File: config.mk
export PLATFORM = sky130hd
export DESIGN_NAME = trap_return_unit
export DESIGN_NICKNAME = d
export VERILOG_FILES = /design/src/rtl/trp_pkg.sv /design/src/rtl/trp_ram.sv /design/src/rtl/trp_unpack.sv /design/src/rtl/trap_return_unit.sv
export SDC_FILE = /design/constraint.sdc
export NUM_CORES = 2
export LEC_CHECK = 0
export ABC_AREA = 0
export BUFFER_PORTS_ARGS = -buffer_cell sky130_fd_sc_hd__buf_2
export CORE_MARGIN = 2
export CORE_UTILIZATION = 40
export CTS_BUF_LIST = sky130_fd_sc_hd__clkbuf_8
export DETAILED_ROUTE_END_ITERATION = 6
export PLACE_DENSITY = 0.57
export SLEW_MARGIN = 20
export SYNTH_ARGS = -nofsm -noshare
export SYNTH_HDL_FRONTEND = slang
export SYNTH_SLANG_ARGS = --single-unit
File: constraint.sdc
create_clock -name clk -period 25.5 [get_ports clk]
set_input_delay 3.825 -clock clk [delete_from_list [all_inputs] [get_ports clk]]
set_output_delay 3.825 -clock clk [all_outputs]
set_load 0.05 [all_outputs]
File: src/rtl/trp_pkg.sv
package trp_pkg;

  localparam logic [11:0] PS_KEEP = 12'hF3F;
  localparam logic [11:0] PS_BSEL = 12'hC01;

  typedef enum logic [1:0] {
    BANK_NORM = 2'd0,
    BANK_ALT  = 2'd1,
    BANK_MMU  = 2'd2,
    BANK_INTR = 2'd3
  } gbank_e;

  function automatic gbank_e bank_of(input logic [11:0] ps);
    case (ps & PS_BSEL)
      12'h001: return BANK_ALT;
      12'h400: return BANK_MMU;
      12'h800: return BANK_INTR;
      default: return BANK_NORM;
    endcase
  endfunction

  function automatic logic [11:0] ps_clean(input logic [11:0] raw, input logic gl_only);
    logic [11:0] v;
    v = raw & PS_KEEP;
    if (gl_only) v[0] = 1'b0;
    return v;
  endfunction

endpackage

File: src/rtl/trp_ram.sv
module trp_ram #(
  parameter int DEPTH = 4,
  parameter int DW    = 64,
  localparam int AW   = (DEPTH > 1) ? $clog2(DEPTH) : 1
) (
  input  logic          clk,
  input  logic          we,
  input  logic [AW-1:0] waddr,
  input  logic [DW-1:0] wdata,
  input  logic          re,
  input  logic [AW-1:0] raddr,
  output logic [DW-1:0] rdata
);

  logic [DW-1:0] mem [DEPTH];

  always_ff @(posedge clk) begin
    if (we) mem[waddr] <= wdata;
    if (re) rdata <= mem[raddr];
  end

endmodule

File: src/rtl/trp_unpack.sv
module trp_unpack
  import trp_pkg::*;
#(
  parameter int NWIN    = 8,
  parameter bit GL_ONLY = 1'b0,
  localparam int CW     = $clog2(NWIN)
) (
  input  logic [7:0]    ccr_in,
  input  logic [7:0]    asi_in,
  input  logic [11:0]   ps_in,
  input  logic [7:0]    win_in,
  output logic [3:0]    xcc_o,
  output logic [3:0]    icc_o,
  output logic [7:0]    asi_o,
  output logic [11:0]   ps_o,
  output logic [CW-1:0] cwp_o
);

  logic [7:0] win_r;

  always_comb begin
    xcc_o = ccr_in[7:4];
    icc_o = ccr_in[3:0];
    asi_o = asi_in;
    ps_o  = ps_clean(ps_in, GL_ONLY);
    if (int'(win_in) >= NWIN) win_r = 8'(int'(win_in) % NWIN);
    else                      win_r = win_in;
    cwp_o = CW'(NWIN - 1) - CW'(win_r);
  end

endmodule

File: src/rtl/trap_return_unit.sv
module trap_return_unit
  import trp_pkg::*;
#(
  parameter int XW      = 64,
  parameter int NWIN    = 8,
  parameter int MAXTL   = 4,
  parameter int NGREG   = 8,
  parameter bit GL_ONLY = 1'b0,
  localparam int SAW    = (MAXTL > 1) ? $clog2(MAXTL) : 1,
  localparam int TLW    = $clog2(MAXTL + 1),
  localparam int CW     = $clog2(NWIN),
  localparam int GIW    = $clog2(NGREG)
) (
  input  logic             clk,
  input  logic             rst,
  input  logic             ts_we,
  input  logic [SAW-1:0]   ts_waddr,
  input  logic [XW-1:0]    ts_wtpc,
  input  logic [XW-1:0]    ts_wtnpc,
  input  logic [63:0]      ts_wtstate,
  input  logic             tl_we,
  input  logic [TLW-1:0]   tl_wdata,
  input  logic             ps_we,
  input  logic [11:0]      ps_wdata,
  input  logic             op_valid,
  input  logic             op_retry,
  input  logic             g_we,
  input  logic [GIW-1:0]   g_widx,
  input  logic [XW-1:0]    g_wdata,
  input  logic [GIW-1:0]   g_ridx,
  output logic [XW-1:0]    g_rdata,
  output logic [XW-1:0]    pc,
  output logic [XW-1:0]    npc,
  output logic [3:0]       xcc,
  output logic [3:0]       icc,
  output logic [7:0]       asi,
  output logic [11:0]      pstate,
  output logic [CW-1:0]    cwp,
  output logic [TLW-1:0]   tl,
  output logic [1:0]       gbank,
  output logic             irq_recheck,
  output logic             tl_err
);

  // Entry keeps only the saved-state bits that are restored: 39:24 and 19:0.
  localparam int SSW = 36;
  localparam int EW  = 2 * XW + SSW;
  localparam int GAW = 2 + GIW;

  logic          busy_q, retry_q;
  logic [EW-1:0] ent_q;
  gbank_e        bank_q;
  logic          take;

  logic [XW-1:0] e_tpc, e_tnpc;
  logic [3:0]    u_xcc, u_icc;
  logic [7:0]    u_asi;
  logic [11:0]   u_ps, w_ps;
  logic [CW-1:0] u_cwp;

  wire unused_tstate_bits = ^{ts_wtstate[63:40], ts_wtstate[23:20]};

  assign take  = op_valid && !busy_q && (tl != '0);
  assign gbank = bank_q;
  assign w_ps  = ps_clean(ps_wdata, GL_ONLY);

  trp_ram #(.DEPTH(MAXTL), .DW(EW)) u_stack (
    .clk   (clk),
    .we    (ts_we),
    .waddr (ts_waddr),
    .wdata ({ts_wtpc, ts_wtnpc, ts_wtstate[39:24], ts_wtstate[19:0]}),
    .re    (take),
    .raddr (SAW'(tl - TLW'(1))),
    .rdata (ent_q)
  );

  assign e_tpc  = ent_q[EW-1 -: XW];
  assign e_tnpc = ent_q[SSW +: XW];

  trp_unpack #(.NWIN(NWIN), .GL_ONLY(GL_ONLY)) u_unpack (
    .ccr_in (ent_q[35:28]),
    .asi_in (ent_q[27:20]),
    .ps_in  (ent_q[19:8]),
    .win_in (ent_q[7:0]),
    .xcc_o  (u_xcc),
    .icc_o  (u_icc),
    .asi_o  (u_asi),
    .ps_o   (u_ps),
    .cwp_o  (u_cwp)
  );

  trp_ram #(.DEPTH(4 * NGREG), .DW(XW)) u_gregs (
    .clk   (clk),
    .we    (g_we),
    .waddr (GAW'({bank_q, g_widx})),
    .wdata (g_wdata),
    .re    (1'b1),
    .raddr (GAW'({bank_q, g_ridx})),
    .rdata (g_rdata)
  );

  always_ff @(posedge clk) begin
    if (rst) begin
      busy_q      <= 1'b0;
      retry_q     <= 1'b0;
      pc          <= '0;
      npc         <= '0;
      xcc         <= '0;
      icc         <= '0;
      asi         <= '0;
      pstate      <= '0;
      cwp         <= '0;
      tl          <= '0;
      bank_q      <= BANK_NORM;
      irq_recheck <= 1'b0;
      tl_err      <= 1'b0;
    end else begin
      irq_recheck <= 1'b0;
      tl_err      <= op_valid && !busy_q && (tl == '0);
      busy_q      <= take;
      if (take) retry_q <= op_retry;
      if (busy_q) begin
        pc          <= retry_q ? e_tpc : e_tnpc;
        npc         <= retry_q ? e_tnpc : e_tnpc + XW'(4);
        xcc         <= u_xcc;
        icc         <= u_icc;
        asi         <= u_asi;
        pstate      <= u_ps;
        cwp         <= u_cwp;
        tl          <= tl - TLW'(1);
        bank_q      <= bank_of(u_ps);
        irq_recheck <= 1'b1;
      end else begin
        if (tl_we) tl <= tl_wdata;
        if (ps_we) begin
          pstate      <= w_ps;
          bank_q      <= bank_of(w_ps);
          irq_recheck <= 1'b1;
        end
      end
    end
  end

endmodule

== Word level (Yosys, flattened, before mapping) ==
Memories as Yosys holds them, arrays and structs flattened. A register that Yosys moved wholly into a read port is not among the register bits.
Cells that the tools add are included.
Word-level totals
  bits in registers: 166
  memory bits (writable): 2704
  input bits: 287
  output and inout port bits: 230
  word-level logic and storage cells: 48
  memories kept: 2
Memory list
  u_gregs.mem: words 32, bits a word 64, rd ports 1, clocked after memory_dff 1, wr ports 1, line trp_ram.sv:15  | logic [DW-1:0] mem [DEPTH];
  u_stack.mem: words 4, bits a word 164, rd ports 1, clocked after memory_dff 1, wr ports 1, line trp_ram.sv:15
Operators by class
  $add $sub $neg: 3
  equal/unequal tests: 6
  multiplexer cells: 16
  reduce and logical (&&, ||, !) cells: 8
Operators by type and width (count)
  two-way mux 64 bit: 2
  adder 64 x 3 -> 64 bit (second input constant): 1
  two-way mux 12 bit: 2
  case mux 2 bit (3 select lines): 2
  == test 3 x 1 -> 1 bit (second input constant): 2
  == test 3 x 2 -> 1 bit (second input constant): 2
  == test 3 bit (second input constant): 2
  two-way mux 1 bit: 6
  two-way mux 3 bit: 2
  two-way mux 2 bit: 2
  nonzero test 2 bit: 2
  logical AND 1 bit: 3
  zero test 3 bit: 1
  nonzero test 3 bit: 1
  subtractor 3 x 1 -> 3 bit (second input constant): 1
  subtractor 3 bit (first input constant): 1
  zero test 1 bit: 1

== Longest topological paths before layout ==
  depth in word-level cells: 4
  gate-level depth with buffers: 9
  mapped depth without buffers: 6

== Cells and area by module ==
Synthesis repeated with hierarchy kept, for this count alone.
Second synthesis, totals
  cell total of the unflattened synthesis: 5087
  area total of the unflattened synthesis: 116558.0 µm²
Modules (own cells, without submodules)
  trp_ram (u_gregs): instances 1, cells each 3097, area an instance 79605.1 µm², seq. area each 63420.8 µm²
  trp_ram (u_stack): instances 1, cells each 1024, area an instance 28591.2 µm², seq. area each 24623.6 µm²
  trap_return_unit: instances 1, cells each 934, area an instance 8136.6 µm², seq. area each 3363.2 µm²
  trp_unpack: instances 1, cells each 32, area an instance 225.2 µm², seq. area each 0.0 µm²

== Least setup slack after synthesis ==
Ideal clock, no wire load.
  kind: input-to-reg
  start point: input op_valid
  end point: register retry_q
  setup time: 128 ps
  data arrival time: 15985 ps
  data required time: 25372 ps
  path slack: 9387 ps
  stages on the path: 3
  buffers on the path: 0
  cell sequence: nor3b_1 -> mux2i_1 -> nor2_1
Between the ends
  cells in the longest elaborated chain, start to end: 2
RTL lines
  start, declared: line trap_return_unit.sv:25  | input logic op_valid,
  logical AND 1 bit (2 in a row): line trap_return_unit.sv:63  | assign take = op_valid && !busy_q && (tl != '0);
  end signal, assigned: line trap_return_unit.sv:121  | if (take) retry_q <= op_retry;
  end, declared: line trap_return_unit.sv:50  | logic busy_q, retry_q;
Every way passes these cells.
A chain may end at the register's enable or synchronous reset.

==> metrics.md <==
| Metric | Value |
|---|---|
| Max Freq | 0.145 GHz |
| First-pass GRT wire length | 424000 um |
| Total CTS buffers | 518 |
| Final min period | 6.90 ns |
| Site Rows | 196 |
| Critical Path RT | 26.51 ns |
| Most frequent cells in the layout | 2833 x edfxtp_1, 669 x mux4_2, 559 x clkbuf_8 |
| Cells after synthesis | 5179 |
| I/O pin cnt | 517 |
| Number of remaining DRC errors | 0 |
| Synth-to-layout area growth | 14.9% |
| Drt via density | 5.50 |
| Critical Path AT | 7.91 ns |
| Final hold vios | 0 |
| Final setup TNS | 0 ns |
| Hold Path Stages | 1 |
| Actual slew at the worst max-slew pin | 1.23 ns |
| Hold/Removal Path Class | flop to flop |
| Number of global-route vias before repair | 59051 |
| Die W | 538 um |
| Status | finished, final reports clean |
| GRT overflow | 0 |
| Detail Route Antenna Nets | 0 |
| PortBufs | 477 |
| R2r startpoint | gbank[1]$_SDFFE_PP0P_ |
| Post-synth top area cell | edfxtp_1 |
| Mapped Area | 114000 um^2 |
| H-tree levels | 6 |
| Starting Density | 40.1% |
| Routability cong. | 0.805 |
| Leak Pwr | 43.3 nW |
| Max_slew headroom | 17.9% |
| CTS hold repair buffers | 0 |
| Share of cells above drive strength 1 | 31.6% |
| Most common cell on crit path | buf_4 |
| Maximum vdd drop | 0.0694 mV |
| Fin. max-slew vios | 0 |
| Commonest non-fill, non-tap cell in the layout | edfxtp_1 |
| Post-synth top flop | edfxtp_1 |
| Ys async rst share | 0% |
| Initial DRC count | 4729 |
| GR Util All Layers | 20.2% |
| Final cell count without fillers | 10226 |
| Avg Synthesized Cell Area | 22.1 um^2 |
| Clock slew at reported path FFs | 0.06 ns |
| Clock sink total | 3063 |
| Post-placement cell count | 9252 |
| #FFs+latches synth | 3063 |
| Pwr dens | 80.8 nW/um^2 |
| Initial antenna violation count | 110 |
| Finished Core Util | 46.1% |
| Synth area leaders | edfxtp_1 74%, mux4_2 13%, dfxtp_1 4.0%, mux2i_1 3.1%, a211oi_1 0.73% |
| Delay-heaviest family, CP | buffers and inverters |
| Hold_sp | u_stack.rdata[1]$_DFFE_PP_ |
| CP Max Fanout | 141 |
| Layout Skew | 0.0935 ns |
| Die ar. | 290000 um^2 |
| Die Ht | 538 um |
| Drt first pass iters | 5 |
| Share of the synthesized area in the top cell type | 74.5% |
| Hold path endpoint | cwp[1]$_SDFFE_PP0P_ |
| Detail Placement HPWL | 162000 um |
| Seq/Total Area, Yosys | 78.5% |
| Crit-path cells | buf_8 -> buf_12 -> buf_4 -> buf_4 -> mux4_2 -> mux2i_1 -> o22ai_1 -> or2_2 |
| RSZ-0062 raised after global routing | false |
| Slowest CP cell | buf_4 |
| Worst Setup End Kind | flop |
| Synth warnings | 0 |
| Post-CTS Resized | 0 |
| Final wirelength | 298000 um |
| Pin count of the biggest net entering global routing | 142 |
| Clock Path Buffers | 4 |
| Final Setup Violations | 0 |
| Synth cell types | 53 |
| Max_cap viols | 0 |
| Root buffer cell | clkbuf_8 |
| Total Nets Final | 6300 |
| Final worst-path cycle share | 27.1% |
| Post-synth EDFFs | 2833 |
| Vias | 56213 |
| Reg2Reg Capture Point | u_gregs.mem[26][38]$_DFFE_PP_ |
| Reg2Reg Setup Slack | 21.22 ns |
| Reg2reg path depth | 5 |
| Std-Cell Core Area | 285000 um^2 |
| Routed length per instance | 29.2 um |
| Clock latency on the worst-skew pair | 1.13 ns |
| TritonCTS clock tree | yes |
| Post-CTS setup buffer count | 0 |
| Crit Path Category | input pin to flop |
| CP peak stage delay | 0.77 ns |
| Bufs and invs on worst path | 4 |
| Critical Path Source Type | input pin |
cell usage after synthesis (all sizes together) (4+ instances only):
master / count
a211oi: 111
a21oi: 12
a311oi: 20
buf: 127
clkbuf: 161
dfxtp: 230
edfxtp: 2833
inv: 7
mux2i: 352
mux4: 669
nand2: 31
nand3: 28
nand3b: 4
nand4: 32
nor2: 207
nor2b: 7
nor3: 25
nor3b: 6
nor4: 9
o21ai: 7
o22ai: 129
o31ai: 11
or2: 68
or3: 6
or4: 12
xnor2: 10
xor2: 32
report_power, final:
part | internal, W | total, W | switching (W)
registers | 0.00565 | 0.00572 | 0.0000744
clock network | 0.00214 | 0.00414 | 0.00200
logic | 0.000256 | 0.000747 | 0.000492
routing by layer:
layer  up-vias  global-route usage (%)  wire, um
li1      23503                       -         -
met1     30011                    25.1    116000
met2      2031                    33.6    147000
met3       564                    7.16     28000
met4       104                    5.41      7100
met5         -                       0       682
registers in the layout, summed over array words and instances (netlist names):
| register | cells |
|---|---|
| asi | 8 |
| busy_q | 1 |
| cwp | 3 |
| gbank | 2 |
| icc | 4 |
| irq_recheck | 1 |
| npc | 64 |
| pc | 64 |
| pstate | 10 |
| retry_q | 1 |
| tl | 3 |
| tl_err | 1 |
| u_gregs.mem | 2048 |
| u_gregs.rdata | 64 |
| u_stack.mem | 628 |
| u_stack.rdata | 157 |
| xcc | 4 |
logic make-up (layout without fill, tap and decap cells):
logic type      Yosys count  count (layout)  share of synthesized area (%)
flops                  3063            3063                           78.5
mux                    1021            1021                           16.3
simple gates            458             458                           2.03
compound gates          296             296                           1.79
buf+inv                 295            1553                           1.04
xor+xnor                 42              42                          0.322
fa+ha+maj                 3               3                         0.0329
other cells               1              28                        0.00328
layout make-up:
| type | instances | area [um^2] |
|---|---|---|
| inverter | 7 | 26.3 |
| clock inverter | 389 | 2080 |
| timing repair buffer | 598 | 3400 |
| antenna | 26 | 65.1 |
| fill | 23965 | 153000 |
| tap | 3762 | 4710 |
| sequential | 3063 | 89700 |
| clock buffer | 559 | 7690 |
| multi-input combinational | 1822 | 23600 |
metrics by stage:
stage | hold slack (ns) | worst slack, ns | cell area (um^2) | total power [W]
2_1_floorplan | 0.409 | 9.39 | 114000 | 0.00630
3_3_place_gp | 0.422 | 17.36 | 121000 | 0.00657
3_5_place_dp | 0.424 | 17.32 | 121000 | 0.00659
4_1_cts | 0.435 | 18.62 | 131000 | 0.0107
5_1_grt | 0.450 | 18.43 | 131000 | 0.0110
6_report | 0.433 | 18.60 | 131000 | 0.0106
worst max-delay path by stage:
stage / startpoint / to / cells past startpoint
floorplan: op_valid / retry_q$_SDFFE_PP0P_ / 3
global placement: g_ridx[1] / u_gregs.rdata[50]$_DFF_P_ / 8
detailed placement: g_ridx[1] / u_gregs.rdata[50]$_DFF_P_ / 8
CTS: g_ridx[1] / u_gregs.rdata[50]$_DFF_P_ / 8
global route: g_ridx[1] / u_gregs.rdata[27]$_DFF_P_ / 8
finish: g_ridx[1] / u_gregs.rdata[50]$_DFF_P_ / 8
Note: power is estimated with default switching activity, not from simulation.
